**src/rtl/txpkt_fifo_abort.sv**
```systemverilog
module txpkt_fifo_abort #(
  parameter int DEPTH = 8,
  parameter int DW    = 8
) (
  input  logic          clk,
  input  logic          rst_n,
  input  logic          wr_valid,
  input  logic [DW-1:0] wr_data,
  input  logic          wr_par,
  input  logic          wr_sop,
  input  logic          wr_eop,
  output logic          wr_full,
  input  logic          tx_pull,
  output logic          tx_valid,
  output logic [DW-1:0] tx_data,
  output logic          tx_sop,
  output logic          tx_eop,
  output logic          tx_abort,
  input  logic          reg_rd,
  input  logic          reg_wr,
  input  logic          reg_addr,
  input  logic [7:0]    reg_wdata,
  output logic [7:0]    reg_rdata,
  output logic          irq
);
  localparam int AW = (DEPTH > 1) ? $clog2(DEPTH) : 1;
  localparam int CW = $clog2(DEPTH + 1);
  localparam int EW = DW + 2;

  logic [EW-1:0] mem [DEPTH];
  logic [AW-1:0] wp, rp;
  logic [CW-1:0] cnt;
  logic          pkt_open, drop_q;
  logic [1:0]    sts_q, en_q;

  logic fifo_empty, underflow, accept, pop, par_err, sts_clr;
  wire  unused_wdata = ^reg_wdata[7:2];

  assign fifo_empty = (cnt == '0);
  assign wr_full    = (cnt == CW'(DEPTH));
  assign underflow  = tx_pull & fifo_empty & pkt_open & ~drop_q;
  assign accept     = wr_valid & ~drop_q & ~underflow & ~wr_full;
  assign pop        = tx_pull & ~fifo_empty;
  assign par_err    = wr_valid & ~(^{wr_data, wr_par});
  assign sts_clr    = reg_rd & ~reg_addr;
  assign irq        = |(sts_q & en_q);

  always_ff @(posedge clk) begin
    if (accept) mem[wp] <= {wr_sop, wr_eop, wr_data};
  end

  always_ff @(posedge clk) begin
    if (!rst_n) begin
      wp  <= '0;
      rp  <= '0;
      cnt <= '0;
    end else begin
      if (accept) wp <= (wp == AW'(DEPTH - 1)) ? '0 : wp + 1'b1;
      if (pop)    rp <= (rp == AW'(DEPTH - 1)) ? '0 : rp + 1'b1;
      case ({accept, pop})
        2'b10:   cnt <= cnt + 1'b1;
        2'b01:   cnt <= cnt - 1'b1;
        default: cnt <= cnt;
      endcase
    end
  end

  always_ff @(posedge clk) begin
    if (!rst_n) begin
      pkt_open <= 1'b0;
      drop_q   <= 1'b0;
    end else begin
      if (underflow) begin
        pkt_open <= 1'b0;
        drop_q   <= ~(wr_valid & wr_eop);
      end else begin
        if (drop_q && wr_valid && wr_eop) drop_q <= 1'b0;
        if (accept) begin
          if (wr_eop)      pkt_open <= 1'b0;
          else if (wr_sop) pkt_open <= 1'b1;
        end
      end
    end
  end

  always_ff @(posedge clk) begin
    if (!rst_n) begin
      tx_valid <= 1'b0;
      tx_abort <= 1'b0;
      tx_sop   <= 1'b0;
      tx_eop   <= 1'b0;
      tx_data  <= '0;
    end else begin
      tx_valid <= pop;
      tx_abort <= underflow;
      if (pop) {tx_sop, tx_eop, tx_data} <= mem[rp];
      else     {tx_sop, tx_eop, tx_data} <= '0;
    end
  end

  always_ff @(posedge clk) begin
    if (!rst_n) begin
      sts_q     <= '0;
      en_q      <= '0;
      reg_rdata <= '0;
    end else begin
      sts_q <= (sts_q & ~{2{sts_clr}}) | {underflow, par_err};
      if (reg_wr && reg_addr) en_q <= reg_wdata[1:0];
      if (reg_rd) reg_rdata <= {6'b0, reg_addr ? en_q : sts_q};
    end
  end
endmodule


```
**config.mk**
```make
export PLATFORM = sky130hd
export DESIGN_NAME = txpkt_fifo_abort
export DESIGN_NICKNAME = d
export VERILOG_FILES = /design/src/rtl/txpkt_fifo_abort.sv
export SDC_FILE = /design/constraint.sdc
export NUM_CORES = 1
export LEC_CHECK = 0
export ABC_AREA = 1
export CAP_MARGIN = 20
export CORE_MARGIN = 5
export CORE_UTILIZATION = 45
export DETAILED_ROUTE_END_ITERATION = 8
export HOLD_SLACK_MARGIN = 0.1
export PLACE_DENSITY = 0.66
export SLEW_MARGIN = 20
export SYNTH_ARGS = -nofsm -noshare
export SYNTH_HDL_FRONTEND = slang
export SYNTH_SLANG_ARGS = --single-unit
export TNS_END_PERCENT = 30
```
**constraint.sdc**
```tcl
create_clock -name clk -period 2.7 [get_ports clk]
set_input_delay 0.675 -clock clk [delete_from_list [all_inputs] [get_ports clk]]
set_output_delay 0.675 -clock clk [all_outputs]
set_load 0.02 [all_outputs]
```
==> run_results.csv <==
group,metric,value,unit
run_status,status,"complete, no violations",
global_routing,grt_max_degree,43,
worst_setup_path,r2r-end,"cnt[2]",
synthesis,yosys-mux-area-fraction,0,
synthesis,synthArstFlopShare,0,
job,max_cap_viol_count,0,
worst_setup_path,slowest_stage,"clkdlybuf4s50_1",
final_layout,nets,517,
synthesis,netlist_area,4583,µm²
final_layout,final_cell_area,5325,µm²
final_layout,area_growth,16.19,%
synthesis,synth_area_leaders,"edfxtp_1 52%, dfxtp_1 13%, nor2_1 7.3%, o21ai_0 7.2%, nand2_1 3.8%",
worst_setup_path,rrSetupSlack,650,ps
routing,dr_total_vias,3165,
pwr,p_int,2789,µW
floorplan,core_area,9864,µm²
clock_network,clk_pin_slew,100,ps
synthesis,yosysSeqAreaShare,0.6552,
pwr,swShare,0.3458,
sta,min_period,2358,ps
pwr,power,4263,µW
final_layout,antenna_cells,0,
synthesis,synth-edff-count,80,
final_layout,drive_gt1_frac,0.1002,
synthesis,synth_top_cell_area_share,0.5242,
sta,worst_slew_pin_slew,646.9,ps
routing,wl,9534,µm
sta,relSlewSlack,0.5683,
global_routing,overflow,0,
synthesis,yosysUniqueCellTypes,33,
pwr,power_density,800.6,nW/µm²
synthesis,synth-simple-area-share,0.1461,
routing,viasPerCell,5.088,
worst_setup_path,cp_top_family,"buffers and inverters",
worst_setup_path,required,2030,ps
routing,drt-initial-drc-count,209,
clock_network,root_buffer,"clkbuf_8",
pwr,p_sw,1474,µW
floorplan,die_width,110.9,µm
clock_network,cts_sinks,110,
place,portBuffers,35,
pwr,power_frac_clock,0.223,
worst_setup_path,crit_buf_inv,4,
place,dp_cells,606,
sta,fin_crit_sh,0.8732,
clock_network,clock_latency,370,ps
floorplan,rows,36,
sta,setup_viol,0,
sta,max_freq,0.4241,GHz
global_routing,grt_pass1_wl,15990,µm
worst_setup_path,start_kind,"flop",
place,routabilityCongestion,0.7792,
worst_setup_path,r2r_cells,14,
worst_setup_path,max_stage_delay,590,ps
clock_network,h-tree-depth,3,
sta,hold_viol,0,
sta,fin_skew,16.56,ps
floorplan,ios,48,
synthesis,synthCells,437,
routing,wire_per_inst,15.33,µm
worst_setup_path,crit_chain,"inv_1, nand2_4, inv_2, nand3_2, inv_1, clkdlybuf4s50_1",
floorplan,initial_utilization,0.4646,
sta,rsz0062_at_grt,"no",
synthesis,synth_seq_cells,110,
synthesis,yosysWarningCount,0,
worst_setup_path,r2r-start,"cnt[0]",
pwr,p_leak,0.002013,µW
final_layout,instances_no_fill,622,
worst_setup_path,path_depth,6,
global_routing,track_usage,0.1626,
synthesis,synth.largest_area_cell,"edfxtp_1",
clock_network,cts_tree,"yes",
worst_setup_path,cp-end-kind,"output port",
worst_setup_path,cp.arrival,1680,ps
place,dpl_cell_area,5135,µm²
place,hpwlAfterDp,6223,µm
global_routing,grt_pass1_vias,3192,
floorplan,die_h,110.9,µm
worst_setup_path,startpoint,"cnt[0]",
pwr,p_seq_frac,0.482,
pwr,vdd_ir_drop_max,0.4809,mV
worst_setup_path,cp_max_fo,4,
global_routing,grt_antenna_before_repair,0,
routing,dr.pass1.iters,4,
clock_network,post_cts_resized,0,
clock_network,holdBufCountCts,0,
worst_setup_path,endpoint,"wr_full",
synthesis,synthAdderAreaFrac,0.01911,
synthesis,ys.flop_type,"edfxtp_1",
clock_network,postCtsSetupBuffers,0,
clock_network,cts-buffers-inserted,9,
synthesis,syn_avg_cell_area,10.49,µm²
synthesis,synth_compound_area_frac,0.1152,
worst_setup_path,cpMostUsedCell,"inv_1",
routing,antenna_left,0,
worst_hold_path,min_path_type,"flop to flop",
clock_network,clockBufferDepth,2,
routing,drc,0,
sta,slew_viol_final,0,
sta,fin_setup_tns,0,ps
synthesis,synth_top_family_by_area,"simple AND/OR/NAND/NOR gates",
worst_setup_path,worstSetupPathType,"flop to output port",
floorplan,dieArea,12300,µm²
pwr,pwr-share-comb,0.295,
synthesis,synth-xor-area-share,0.01147,
==> final cells by class <==
type                       instances  area (µm²)
fill                             869        4539
sequential                       110        3003
multi-input combinational        278        1360
timing repair buffer              53       485.5
tap                              133       166.4
clock buffer                      10       127.6
inverter                          32       120.1
clock inverter                     6       62.56
==> tightest hold or removal path, delay by kind of cell, from the launching register on <==
kind,cells,cell delay [ps]
flip-flops,1,340
AND/OR/NAND/NOR,1,60
AO/OA/AOI/OAI,1,50
==> kinds of logic (layout without fill, tap and decap cells) <==
logic type / after synthesis / after routing
XOR/XNOR: 6 / 6
AND/OR/NAND/NOR: 160 / 160
flip-flops: 110 / 110
AO/OA/AOI/OAI: 99 / 99
buffers and inverters: 54 / 101
other: 1 / 6
adder cells (fa/ha/maj): 7 / 7
==> how the worst min path moves through the flow <==
stage,from,end,slack [ps],cells past startpoint
detailed placement,reg_rdata[0],reg_rdata[0],480,2
CTS,sts_q[1],sts_q[1],490,2
global placement,cnt[3],cnt[3],470,1
finish,sts_q[1],sts_q[1],490,2
floorplan,cnt[3],cnt[3],450,1
global route,cnt[3],cnt[3],530,1
==> registers in the layout, summed over array words and instances (netlist names) <==
name	flops
wp	3
tx_data	8
sts_q	2
tx_valid	1
pkt_open	1
en_q	2
tx_sop	1
cnt	4
rp	3
tx_abort	1
mem	80
reg_rdata	2
tx_eop	1
drop_q	1
==> power by group through the flow <==
stage          clock (µW)  combinational, µW  sequential, µW
2_1_floorplan           0                803            2140
5_1_grt              1050               1430            2070
4_1_cts               969               1270            2050
3_3_place_gp            0               1230            2090
6_report              952               1260            2050
3_5_place_dp            0               1270            2090
==> metal layers <==
| metal | global-route usage | vias to the layer above | share of wire |
|---|---|---|---|
| met3 | 0.04203 | 8 | 0.045 |
| met2 | 0.2864 | 75 | 0.51 |
| met1 | 0.1994 | 1502 | 0.44 |
| met4 | 0.03941 | 0 | 0.011 |
| li1 | - | 1580 | - |
| met5 | 0 | - | 0 |
==> metrics by stage <==
stage | util | setup slack, ps | hold slack [ps]
after CTS | 0.5398 | 322.3 | 493.5
after global placement | 0.5205 | 147.8 | 472.2
after global routing | 0.5398 | 248.3 | 531.5
after floorplan | - | 623.1 | 454.5
after detailed placement | 0.5205 | 96.59 | 478.8
final | 0.5398 | 342.3 | 489.7
==> placed cells by master, fill, tap and decap left out, drive strengths merged <==
cell,count
nor2,95
edfxtp,80
o21ai,68
nand2,49
clkdlybuf4s50,35
inv,34
dfxtp,30
buf,18
a21oi,15
nand3,13
clkbuf,10
a31oi,9
ha,7
conb,6
xnor2,4
clkinv,4
xor2,2
o211ai,2
or2,1
a22o,1
o22ai,1
o221ai,1
o211a,1
a211oi,1
nand3b,1
nor3,1
==> synth_stat cells (2+ instances only) <==
cell      count
nand3_1      11
a31oi_1       9
a21oi_1      15
o21ai_1       2
xnor2_1       4
buf_4         7
xor2_1        2
ha_1          7
clkbuf_1      7
nand3_2       2
nor2_2        5
edfxtp_1     80
nand2_1      46
nor2_1       89
dfxtp_1      30
buf_2         8
nand2_2       2
o21ai_0      66
o211ai_1      2
inv_1        27
inv_2         4
Power figures use the tool's default switching activity.
